File: config.mk
export PLATFORM = sky130hd
export DESIGN_NAME = usb_frame_encap
export DESIGN_NICKNAME = d
export VERILOG_FILES = /design/src/rtl/usb_frame_encap_pkg.sv /design/src/rtl/enc_residue.sv /design/src/rtl/enc_body_count.sv /design/src/rtl/enc_seq.sv /design/src/rtl/usb_frame_encap.sv
export SDC_FILE = /design/constraint.sdc
export NUM_CORES = 1
export LEC_CHECK = 0
export ABC_AREA = 1
export BUFFER_PORTS_ARGS = -buffer_cell sky130_fd_sc_hd__buf_2
export CAP_MARGIN = 10
export CORE_MARGIN = 10
export CORE_UTILIZATION = 53
export CTS_BUF_LIST = sky130_fd_sc_hd__clkbuf_8
export DETAILED_ROUTE_END_ITERATION = 10
export PLACE_DENSITY = 0.79
export SETUP_SLACK_MARGIN = 0.2
export SYNTH_ARGS = -nofsm -noshare
export SYNTH_HDL_FRONTEND = slang
export SYNTH_SLANG_ARGS = --single-unit
export TNS_END_PERCENT = 20
File: constraint.sdc
create_clock -name clk -period 1.63 [get_ports clk]
set_input_delay 0.0815 -clock clk [delete_from_list [all_inputs] [get_ports clk]]
set_output_delay 0.0815 -clock clk [all_outputs]
set_load 0.01 [all_outputs]
File: src/rtl/usb_frame_encap_pkg.sv
package usb_frame_encap_pkg;

    localparam int HDR_BYTES = 4;
    localparam int PAD_BYTES = 4;

    typedef enum logic [1:0] {
        ST_IDLE,
        ST_HDR,
        ST_BODY,
        ST_PAD
    } enc_state_e;

    typedef struct packed {
        logic [7:0] data;
        logic       last;
    } enc_beat_t;

    // Byte of the length word at position idx, transmitted least significant first.
    function automatic logic [7:0] hdr_byte(input logic [15:0] len, input logic [1:0] idx);
        logic [15:0] cpl;
        cpl = len ^ 16'hFFFF;
        case (idx)
            2'd0:    hdr_byte = len[7:0];
            2'd1:    hdr_byte = len[15:8];
            2'd2:    hdr_byte = cpl[7:0];
            default: hdr_byte = cpl[15:8];
        endcase
    endfunction

    // Filler word 0xFFFF0000 in little-endian byte order.
    function automatic logic [7:0] pad_byte(input logic [1:0] idx);
        pad_byte = idx[1] ? 8'hFF : 8'h00;
    endfunction

endpackage

File: src/rtl/enc_residue.sv
module enc_residue #(
    parameter int MPS_W = 10
) (
    input  logic             clk,
    input  logic             rst,
    input  logic             clr,
    input  logic             step,
    input  logic [MPS_W-1:0] max_pkt,
    output logic             at_wrap
);
    logic [MPS_W-1:0] res_q;
    logic [MPS_W-1:0] wrap_val;

    // Residue runs 0 .. max_pkt-2, i.e. modulo (max_pkt - 1).
    assign wrap_val = max_pkt - MPS_W'(2);
    assign at_wrap  = (res_q == wrap_val);

    always_ff @(posedge clk) begin
        if (rst || clr) begin
            res_q <= '0;
        end else if (step) begin
            res_q <= at_wrap ? '0 : res_q + MPS_W'(1);
        end
    end
endmodule

File: src/rtl/enc_body_count.sv
module enc_body_count #(
    parameter int LEN_W = 11
) (
    input  logic             clk,
    input  logic             rst,
    input  logic             load,
    input  logic [LEN_W-1:0] len_in,
    input  logic             step,
    output logic             is_final
);
    logic [LEN_W-1:0] left_q;

    assign is_final = (left_q <= LEN_W'(1));

    always_ff @(posedge clk) begin
        if (rst) begin
            left_q <= '0;
        end else if (load) begin
            left_q <= len_in;
        end else if (step && !is_final) begin
            left_q <= left_q - LEN_W'(1);
        end
    end
endmodule

File: src/rtl/enc_seq.sv
module enc_seq
    import usb_frame_encap_pkg::*;
#(
    parameter int LEN_W = 11
) (
    input  logic             clk,
    input  logic             rst,
    input  logic             in_valid,
    input  logic [7:0]       in_data,
    input  logic [LEN_W-1:0] in_len,
    output logic             in_ready,
    output logic             out_valid,
    input  logic             out_ready,
    output logic [7:0]       out_data,
    output logic             out_last,
    input  logic             body_final,
    input  logic             pad_due,
    output logic             len_load,
    output logic             body_step,
    output logic             res_clr,
    output logic             res_step
);
    enc_state_e       st_q;
    logic [1:0]       idx_q;
    logic [LEN_W-1:0] len_q;
    logic [15:0]      len16;
    logic             fire;
    enc_beat_t        beat;

    assign len16 = 16'(len_q);
    assign fire  = out_valid && out_ready;

    always_comb begin
        beat      = '0;
        out_valid = 1'b0;
        in_ready  = 1'b0;
        case (st_q)
            ST_HDR: begin
                out_valid = 1'b1;
                beat.data = hdr_byte(len16, idx_q);
            end
            ST_BODY: begin
                out_valid = in_valid;
                in_ready  = out_ready;
                beat.data = in_data;
                beat.last = body_final && !pad_due;
            end
            ST_PAD: begin
                out_valid = 1'b1;
                beat.data = pad_byte(idx_q);
                beat.last = (idx_q == 2'(PAD_BYTES - 1));
            end
            default: ;
        endcase
    end

    assign out_data  = beat.data;
    assign out_last  = beat.last;
    assign len_load  = (st_q == ST_IDLE) && in_valid;
    assign body_step = (st_q == ST_BODY) && fire;
    assign res_clr   = (st_q == ST_IDLE);
    assign res_step  = fire && ((st_q == ST_HDR) || (st_q == ST_BODY));

    always_ff @(posedge clk) begin
        if (rst) begin
            st_q  <= ST_IDLE;
            idx_q <= '0;
            len_q <= '0;
        end else begin
            case (st_q)
                ST_IDLE: begin
                    if (in_valid) begin
                        len_q <= in_len;
                        idx_q <= '0;
                        st_q  <= ST_HDR;
                    end
                end
                ST_HDR: begin
                    if (fire) begin
                        idx_q <= idx_q + 2'd1;
                        if (idx_q == 2'(HDR_BYTES - 1)) st_q <= ST_BODY;
                    end
                end
                ST_BODY: begin
                    if (fire && body_final) begin
                        idx_q <= '0;
                        st_q  <= pad_due ? ST_PAD : ST_IDLE;
                    end
                end
                default: begin
                    if (fire) begin
                        idx_q <= idx_q + 2'd1;
                        if (idx_q == 2'(PAD_BYTES - 1)) st_q <= ST_IDLE;
                    end
                end
            endcase
        end
    end
endmodule

File: src/rtl/usb_frame_encap.sv
module usb_frame_encap #(
    parameter int LEN_W = 11,
    parameter int MPS_W = 10
) (
    input  logic             clk,
    input  logic             rst,
    input  logic [MPS_W-1:0] max_pkt,
    input  logic             in_valid,
    output logic             in_ready,
    input  logic [7:0]       in_data,
    input  logic [LEN_W-1:0] in_len,
    output logic             out_valid,
    input  logic             out_ready,
    output logic [7:0]       out_data,
    output logic             out_last
);
    logic body_final;
    logic pad_due;
    logic len_load;
    logic body_step;
    logic res_clr;
    logic res_step;

    enc_seq #(.LEN_W(LEN_W)) u_seq (
        .clk       (clk),
        .rst       (rst),
        .in_valid  (in_valid),
        .in_data   (in_data),
        .in_len    (in_len),
        .in_ready  (in_ready),
        .out_valid (out_valid),
        .out_ready (out_ready),
        .out_data  (out_data),
        .out_last  (out_last),
        .body_final(body_final),
        .pad_due   (pad_due),
        .len_load  (len_load),
        .body_step (body_step),
        .res_clr   (res_clr),
        .res_step  (res_step)
    );

    enc_body_count #(.LEN_W(LEN_W)) u_count (
        .clk     (clk),
        .rst     (rst),
        .load    (len_load),
        .len_in  (in_len),
        .step    (body_step),
        .is_final(body_final)
    );

    enc_residue #(.MPS_W(MPS_W)) u_residue (
        .clk    (clk),
        .rst    (rst),
        .clr    (res_clr),
        .step   (res_step),
        .max_pkt(max_pkt),
        .at_wrap(pad_due)
    );
endmodule

Yosys cells after proc, flatten, opt, wreduce, memory -nomap -nowiden
Index checks and enable logic that the tools add are counted.
{ "op_classes": {"n_lt_le_gt_ge": 1, "n_shift": 0, "muxes": 21, "div_mod_pow": 0, "bitwise_logic": 1, "n_eq_ne": 11, "reduce_logical": 20, "mul": 0, "add_sub_neg": 4} }
{ "op_table": {"columns": ["cell", "count"], "rows": [
  ["8-bit one-hot mux with 3 select lines", 2],
  ["11-bit two-way mux", 2],
  ["2-bit two-way mux", 10],
  ["11-bit inverter with 16-bit output", 1],
  ["11-bit by 1-bit <= comparator with 1-bit output, second input constant", 1],
  ["11-bit by 1-bit subtractor with 11-bit output, second input constant", 1],
  ["10-bit by 1-bit adder with 10-bit output, second input constant", 1],
  ["10-bit == test", 1],
  ["10-bit two-way mux", 1],
  ["10-bit by 2-bit subtractor with 10-bit output, second input constant", 1],
  ["2-bit == test, second input constant", 4],
  ["8-bit two-way mux", 1],
  ["1-bit logical AND", 7],
  ["2-bit != test, second input constant", 3],
  ["2-bit one-hot mux with 3 select lines", 1],
  ["6-bit AND reduction", 1],
  ["3-bit nonzero test", 2],
  ["2-bit by 1-bit == test with 1-bit output, second input constant", 2],
  ["2-bit zero test", 2],
  ["1-bit one-hot mux with 2 select lines", 2],
  ["2-bit one-hot mux with 2 select lines", 1],
  ["3-bit AND reduction", 1],
  ["2-bit by 1-bit adder with 2-bit output, second input constant", 1],
  ["1-bit zero test", 2],
  ["6 further kinds", 7]
]} }
{ "word_totals": {"mem_bits_ro": 0, "out_inout_bits": 11, "latchBits": 0, "memories": 0, "regBits": 36, "mem_bits_rw": 0, "wordCells": 63} }

Depth between registers and ports, before layout
Gate-level depths: netlist (run 1).
{ "depth": {"depth_word": 8, "mapped_depth": 14, "ltp_nobuf": 14} }

By module
From an unflattened synthesis (run 1), not the netlist that was laid out.
{ "unflattened": {"hier_cells": 462, "area_unflattened_um2": 2792.7} }
{ "modules_own_cells": {"columns": ["module", "instances", "cells_per_inst", "area_per_inst_um2"], "rows": [
  ["enc_seq", 1, 167, 1056.0],
  ["enc_residue", 1, 151, 885.8],
  ["enc_body_count", 1, 144, 850.8]
]} }

Worst setup path after synthesis (run 1)
OpenSTA, ideal clock, no wires.
{ "synth_path": {"kind": "reg-to-reg", "from": "register u_seq.st_q[0]", "to": "register u_count.left_q[1]", "t_required_ps": 1517, "arrival_time_ps": 1624, "slack_ps": -108, "stages_incl_launch_ff": 10, "synth_period_minus_slack_ps": 1738, "cell_sequence": "dfxtp_1 inv_1 ha_1 nand2_1 clkinv_1 buf_2 nand2_1 o21ai_0 nor2_1 nor2_1"} }
{ "synth_via": {"elab_chain_len": 7, "elab_cells_between_ends": 12, "cone_classes": "eq/ne: 3; mux: 2; reduce/logical: 7"} }
{ "synth_lines": {"columns": ["element", "line", "source"], "rows": [
  ["start: declaration", "enc_seq.sv:23", "enc_state_e st_q;"],
  ["start signal: assignment", "enc_seq.sv:87", "st_q <= pad_due ? ST_PAD : ST_IDLE;"],
  ["2-bit == test or 2-bit by 1-bit == test with 1-bit output (tied branches)", "enc_seq.sv:37", "case (st_q)"],
  ["2-bit OR reduction (no source line)", null, null],
  ["1-bit one-hot mux with 2 select lines", "enc_seq.sv:37", null],
  ["1-bit logical AND", "enc_seq.sv:31", "assign fire = out_valid && out_ready;"],
  ["1-bit logical AND", "enc_seq.sv:60", "assign body_step = (st_q == ST_BODY) && fire;"],
  ["1-bit logical AND", "enc_body_count.sv:20", "end else if (step && !is_final) begin"],
  ["2-bit nonzero test (no source line)", null, null],
  ["end signal: assignment", "enc_body_count.sv:19", "left_q <= len_in;"],
  ["end signal: assignment", "enc_body_count.sv:21", "left_q <= left_q - LEN_W'(1);"],
  ["end: declaration", "enc_body_count.sv:11", "logic [LEN_W-1:0] left_q;"]
]} }
Several ways; a longest one is shown, not always the timed one.
A chain may end at the register's enable or synchronous reset.

Worst setup path in the final report (run 1)
{ "layout_path": {"from": "register u_seq.st_q[0]", "to": "register u_residue.res_q[9]"} }
{ "layout_via": {"elab_chain_len": 5, "elab_cells_between_ends": 10, "cone_classes": "eq/ne: 3; mux: 1; reduce/logical: 6"} }
{ "layout_lines": {"columns": ["element", "line", "source"], "rows": [
  ["2-bit == test or 2-bit by 1-bit == test with 1-bit output (tied branches)", "enc_seq.sv:37, enc_seq.sv:62", null],
  ["2-bit OR reduction (no source line)", null, null],
  ["1-bit one-hot mux with 2 select lines", "enc_seq.sv:37", null],
  ["1-bit logical AND", "enc_seq.sv:31", null],
  ["1-bit logical AND", "enc_seq.sv:62", "assign res_step = fire && ((st_q == ST_HDR) || (st_q == ST_BODY));"],
  ["end signal: assignment", "enc_residue.sv:22", "res_q <= at_wrap ? '0 : res_q + MPS_W'(1);"],
  ["end: declaration", "enc_residue.sv:11", "logic [MPS_W-1:0] res_q;"]
]} }
Several ways; a longest one is shown, not always the timed one.

==> impl_metrics.py, run 1 <==
metrics = {
    "outcome": {
        "run_status": "finished with violations",
        "violations": "setup timing",
    },
    "placed_design": {
        "dp_cells": 538,
        "preCtsSetupSlack_ns": -0.0700,
        "placed_cell_area_um2": 3120,
        "gp_congestion": 0.926,
        "portBuffers": 43,
        "dp_hpwl_um": 5800,
    },
    "hold_path": {
        "hold_class": "input port to register",
        "min_from": "in_len[7]",
    },
    "synthesis": {
        "synth_area_leaders": "dfxtp_1 (27%), nand2_1 (16%), inv_1 (7.4%)",
        "seq_area_frac_synth": 0.273,
        "synth_seq_cells": 36,
        "synth_edf_count": 0,
        "postSynth.asyncResetShare": 0,
        "synth_nets": 462,
        "ys_types": 36,
        "synthCells": 416,
        "ys_top_cells_by_count": "nand2_1 (109), inv_1 (52), nor2_1 (38), dfxtp_1 (36), a21oi_1 (31)",
        "synth_ff_type": "dfxtp_1",
        "synthMostInstantiatedCell": "nand2_1",
        "yosysTopAreaCell": "dfxtp_1",
        "syn_avg_cell_area_um2": 6.34,
        "synth_top_area_frac": 0.273,
        "syn-cell-area_um2": 2640,
        "yosys_warnings": 0,
    },
    "pwr": {
        "leakage_nw": 1.72,
        "power_density_nw_per_um2": 1170,
        "swShare": 0.441,
        "seq_power_share": 0.307,
        "p_comb_frac": 0.545,
        "clkPwrFrac": 0.148,
        "p_sw_w": 0.00187,
        "internal-power_w": 0.00237,
        "vdd_drop_max_mv": 0.905,
    },
    "setup_path": {
        "startpoint": "u_seq.st_q[0]",
        "reg2reg_slack_ns": -0.07,
        "slowest_delay_ns": 0.41,
        "crit_chain": "inv_6, ha_4, nand4_4, nor2_4, nand4_2, nor2_4, nand2_1, nand2_1, nand2_1, nor2_2",
        "rr_startpoint": "u_seq.st_q[0]",
        "crit_end": "u_residue.res_q[9]",
        "start_kind": "register",
        "crit_top_cell": "nand2_1",
        "crit_fanout": 4,
        "r2r-end": "u_residue.res_q[9]",
        "crit_type": "register to register",
        "critPathArrivalTime_ns": 1.92,
        "endpoint_kind": "register",
        "critPathSlowestCell": "dfxtp_4",
        "cp.required_ns": 1.85,
        "reg2regPathDepth": 10,
    },
    "timing": {
        "finClkSkew_ns": 0.00758,
        "finalHoldViolations": 0,
        "setup_tns_ns": -0.140,
        "postLayoutSetupSlackWorst_ns": -0.0718,
        "fin_crit_ns": 1.70,
        "fmax_mhz": 588,
        "grt_setup_unrepaired": "true",
        "worstMarginPinSlew_ns": 0.500,
        "relSlewSlack": 0.666,
        "setup_violations": 3,
        "finalMaxSlewViolations": 0,
        "period_share": 1.04,
    },
    "clock_tree": {
        "numCtsBuffers": 5,
        "clk_latency_ns": 0.29,
        "clkSlewWorstSetupHoldPaths_ns": 0.08,
        "htree_num_levels": 2,
        "clockBufferDepth": 2,
        "root_buffer": "clkbuf_8",
        "cts_tree": "done",
        "cts_sinks": 36,
    },
    "layout": {
        "multiInputGateArea_um2": 1890,
        "postLayoutCellArea_um2": 3610,
        "final_util": 0.755,
        "drive_above_1_share": 0.363,
        "final_cells": 565,
        "antennaDiodeCount": 0,
        "area_growth_pct": 37.1,
        "fin_nets": 543,
        "seqCellArea_um2": 763,
        "fillerInstances": 373,
    },
    "floorplanning": {
        "ios": 44,
        "row_count": 25,
        "core_area_um2": 4790,
        "fp.dieArea_um2": 8190,
        "start_util": 0.551,
        "die_h_um": 90.5,
        "die_x_um": 90.5,
    },
    "detailed_routing": {
        "num_vias": 3040,
        "dr.first_iter.drc_count": 296,
        "wl_per_cell_um": 14.3,
        "wl_um": 8070,
        "drc_errors": 0,
        "drtAntennaViolNets": 0,
        "firstDrtPassIters": 5,
        "avgViaCountPerCell": 5.38,
    },
    "grt": {
        "antenna_found_initial": 0,
        "overflow": 0,
        "grt_pass1_vias": 2990,
        "grt_max_degree": 19,
        "grt_first_pass_wirelength_um": 13500,
        "track_usage": 0.192,
    },
    "run": {
        "drv_cap": 0,
    },
}
[through the flow]
step,total power (W),hold WS (ns)
3_5_place_dp,0.00322,0.357
6_report,0.00424,0.0493
2_1_floorplan,0.00259,0.144
4_1_cts,0.00404,0.0518
5_1_grt,0.00456,0.0690
3_3_place_gp,0.00316,0.352
[cells in the final DEF (no fill, tap or decap), types with 8 or more instances in the layout]
cell	Yosys	routed
a21oi_1	31	27
a31oi_1	8	8
buf_2	2	42
buf_4	0	35
dfxtp_1	36	18
dfxtp_2	0	10
dfxtp_4	0	8
inv_1	52	37
inv_2	3	12
nand2_1	109	104
nand2_2	7	10
nand3_1	27	24
nor2_1	38	35
o21ai_0	30	17
o21ai_1	6	13
xor2_1	9	8
[power groups by stage]
stage | logic [W] | clock network [W] | registers [W]
after global placement | 0.00191 | 0 | 0.00125
after global routing | 0.00257 | 0.000666 | 0.00132
after detailed placement | 0.00196 | 0 | 0.00126
final | 0.00231 | 0.000627 | 0.00130
after CTS | 0.00216 | 0.000633 | 0.00125
after floorplan | 0.00138 | 0 | 0.00121
[repair_timing]
item,in CTS,in global routing
gates resized for setup,60,40
pin swaps,20,20
cloned,1,0
buffers inserted,13,5
hold buffers,0,0
setup endpoints to repair,39,39
[layout make-up]
class / count / area share
Multi-Input combinational cell: 314 / 0.523
Inverter: 57 / 0.0668
Sequential cell: 36 / 0.211
Clock inverter: 3 / 0.00519
Tap cell: 67 / 0.0232
Clock buffer: 5 / 0.0190
Timing Repair Buffer: 83 / 0.152
[layer usage]
layer,global-route usage,vias to the layer above,wire length [µm]
met5,0,-,0
met4,0.0610,0,129
met3,0.0324,17,462
met2,0.336,113,4140
met1,0.230,1397,3340
li1,-,1513,-
[kinds of logic (layout without fill, tap and decap cells)]
| group | Yosys count | count (layout) | synth area share |
|---|---|---|---|
| buf+inv | 66 | 148 | 0.0978 |
| fa+ha+maj | 13 | 13 | 0.0617 |
| compound gates | 87 | 87 | 0.183 |
| flops | 36 | 36 | 0.273 |
| simple gates | 202 | 202 | 0.344 |
| xor+xnor | 12 | 12 | 0.0399 |
[state kept, by name, summed over array words and instances (netlist names)]
| register | flops |
|---|---|
| u_seq.st_q | 2 |
| u_count.left_q | 11 |
| u_seq.idx_q | 2 |
| u_seq.len_q | 11 |
| u_residue.res_q | 10 |
[worst min path at each step]
stage                   endpoint  cells past startpoint
2_1_floorplan  u_count.left_q[8]                      1
3_3_place_gp      u_seq.len_q[7]                      3
3_5_place_dp      u_seq.len_q[7]                      3
4_1_cts           u_seq.len_q[7]                      3
5_1_grt           u_seq.len_q[0]                      3
6_report          u_seq.len_q[7]                      3
[worst max-delay path: cells and delay by family (launching register included)]
family                   cells  cell delay, ns
AND/OR/NAND/NOR              8            0.88
flip-flops                   1            0.41
adder cells (fa/ha/maj)      1            0.26
buffers and inverters        1            0.06
No activity file was read; power rests on OpenSTA's default activity.
==> run 2: changes to the inputs <==
CORE_UTILIZATION = 51   (was 53)
CTS_BUF_LIST = sky130_fd_sc_hd__clkbuf_4 sky130_fd_sc_hd__clkbuf_8 sky130_fd_sc_hd__clkbuf_16   (was sky130_fd_sc_hd__clkbuf_8)
PLACE_DENSITY = 0.76   (was 0.79)
clock period = 1.4 ns   (was 1.63 ns; I/O delays follow)
==> impl_metrics.py, run 2 (synthesized netlist as in run 1, its figures left out) <==
metrics = {
    "floorplanning": {
        "die_x_um": 91.9,
        "ios": 44,
        "row_count": 26,
        "core_area_um2": 5070,
        "die_h_um": 91.9,
        "fp.dieArea_um2": 8440,
        "start_util": 0.519,
    },
    "timing": {
        "relSlewSlack": 0.614,
        "worstMarginPinSlew_ns": 0.578,
        "finalHoldViolations": 0,
        "fmax_mhz": 546,
        "setup_violations": 35,
        "setup_tns_ns": -8.79,
        "postLayoutSetupSlackWorst_ns": -0.432,
        "finalMaxSlewViolations": 0,
        "finClkSkew_ns": 0.0116,
        "period_share": 1.31,
        "grt_setup_unrepaired": "true",
        "fin_crit_ns": 1.83,
    },
    "setup_path": {
        "cp.required_ns": 1.33,
        "crit_type": "register to output port",
        "startpoint": "u_residue.res_q[7]",
        "rr_startpoint": "u_seq.st_q[0]",
        "critPathArrivalTime_ns": 1.76,
        "endpoint_kind": "output port",
        "start_kind": "register",
        "crit_fanout": 4,
    },
    "detailed_routing": {
        "avgViaCountPerCell": 5.48,
        "wl_met2_um": 4770,
        "wl_um": 9410,
        "drtAntennaViolNets": 0,
        "met3WireLength_um": 557,
        "firstDrtPassIters": 5,
        "dr.first_iter.drc_count": 228,
        "top_layer_used": "met4",
        "wl_per_cell_um": 15.3,
        "drc_errors": 0,
        "num_vias": 3371,
        "wl_met1_um": 3770,
    },
    "run": {
        "drv_cap": 0,
    },
    "layout": {
        "largestRegisters": "u_count.left_q: 11 flops, u_seq.len_q: 11 flops, u_residue.res_q: 10 flops",
        "fin_nets": 590,
        "layout_commonest_cell": "nand2_1",
        "postLayoutCellArea_um2": 4080,
        "final_cell_mix": "nand2_1 (96), buf_4 (75), inv_1 (42), buf_2 (42), nor2_1 (33)",
        "drive_above_1_share": 0.429,
        "final_util": 0.803,
        "antennaDiodeCount": 0,
        "area_growth_pct": 54.6,
    },
    "clock_tree": {
        "root_buffer": "clkbuf_8",
        "htree_num_levels": 2,
        "clockBufferDepth": 2,
        "clkSlewWorstSetupHoldPaths_ns": 0.08,
        "clk_latency_ns": 0.30,
        "cts_tree": "done",
        "numCtsBuffers": 5,
        "cts_sinks": 36,
    },
    "pwr": {
        "total_power_w": 0.00574,
        "power_density_nw_per_um2": 1410,
        "leakage_nw": 1.99,
        "vdd_drop_max_mv": 1.16,
    },
    "placed_design": {
        "placed_cell_area_um2": 3510,
        "gp_congestion": 0.898,
        "preCtsSetupSlack_ns": -0.254,
        "portBuffers": 43,
        "dp_hpwl_um": 6020,
    },
    "grt": {
        "grt_pass1_vias": 3115,
        "track_usage": 0.194,
        "overflow": 0,
        "antenna_found_initial": 0,
        "grt_max_degree": 19,
        "grt_first_pass_wirelength_um": 13900,
    },
    "outcome": {
        "run_status": "finished with violations",
        "violations": "setup timing",
    },
    "hold_path": {
        "hold_class": "input port to register",
        "min_from": "in_len[7]",
    },
}
run 2: timing repair:
action                                  4_1_cts  5_1_grt
hold endpoints to repair                      1        0
endpoints found under the setup margin       47       47
setup buffers                                 6        6
hold buffers                                  1        0
resized for setup                            65       51
pin swaps                                    24       18
run 2: path summary, 6_finish.rpt:
| kind | end | slack (ns) | cells after the start |
|---|---|---|---|
| setup / recovery | out_last | -0.43 | 8 |
| hold / removal | u_seq.len_q[7] | 0.04 | 3 |
| hold reg to reg | u_seq.len_q[0] | 0.49 | 2 |
| setup reg to reg | u_residue.res_q[9] | -0.33 | 12 |
run 2: final cells by class:
class | count | area (µm²)
inverter | 57 | 246
clock buffer | 6 | 93.8
tap | 70 | 87.6
sequential | 36 | 749
timing repair buffer | 130 | 931
fill | 338 | 998
multi-input combinational | 314 | 1960
clock inverter | 2 | 11.3
run 2: worst max-delay path, cell delays in order, from the launching register on:
cell and delay, ns:
dfxtp_2 0.36, xnor2_1 0.27, nand3_1 0.14, nand2_1 0.14
nor2_2 0.08, nand3_2 0.09, nand4_1 0.09, o21ai_1 0.12
buf_2 0.17
run 2: stage by stage:
step / hold slack [ns] / cells
after floorplan: 0.132 / 416
after global placement: 0.305 / 594
after detailed placement: 0.303 / 594
after CTS: 0.0483 / 609
after global routing: 0.0645 / 615
final: 0.0443 / 615
run 2: per-layer routing:
| layer | track usage | up-vias |
|---|---|---|
| met5 | 0 | - |
| met4 | 0.0694 | 0 |
| met3 | 0.0326 | 38 |
| met2 | 0.338 | 152 |
| met1 | 0.233 | 1573 |
| li1 | - | 1608 |
run 2: power by group:
part	leakage, nW	internal, W	switching [W]	total [W]
sequential	0.302	0.00126	0.000247	0.00150
combinational	1.63	0.00158	0.00178	0.00336
clock	0.0566	0.000457	0.000425	0.000882
total	1.99	0.00329	0.00245	0.00574
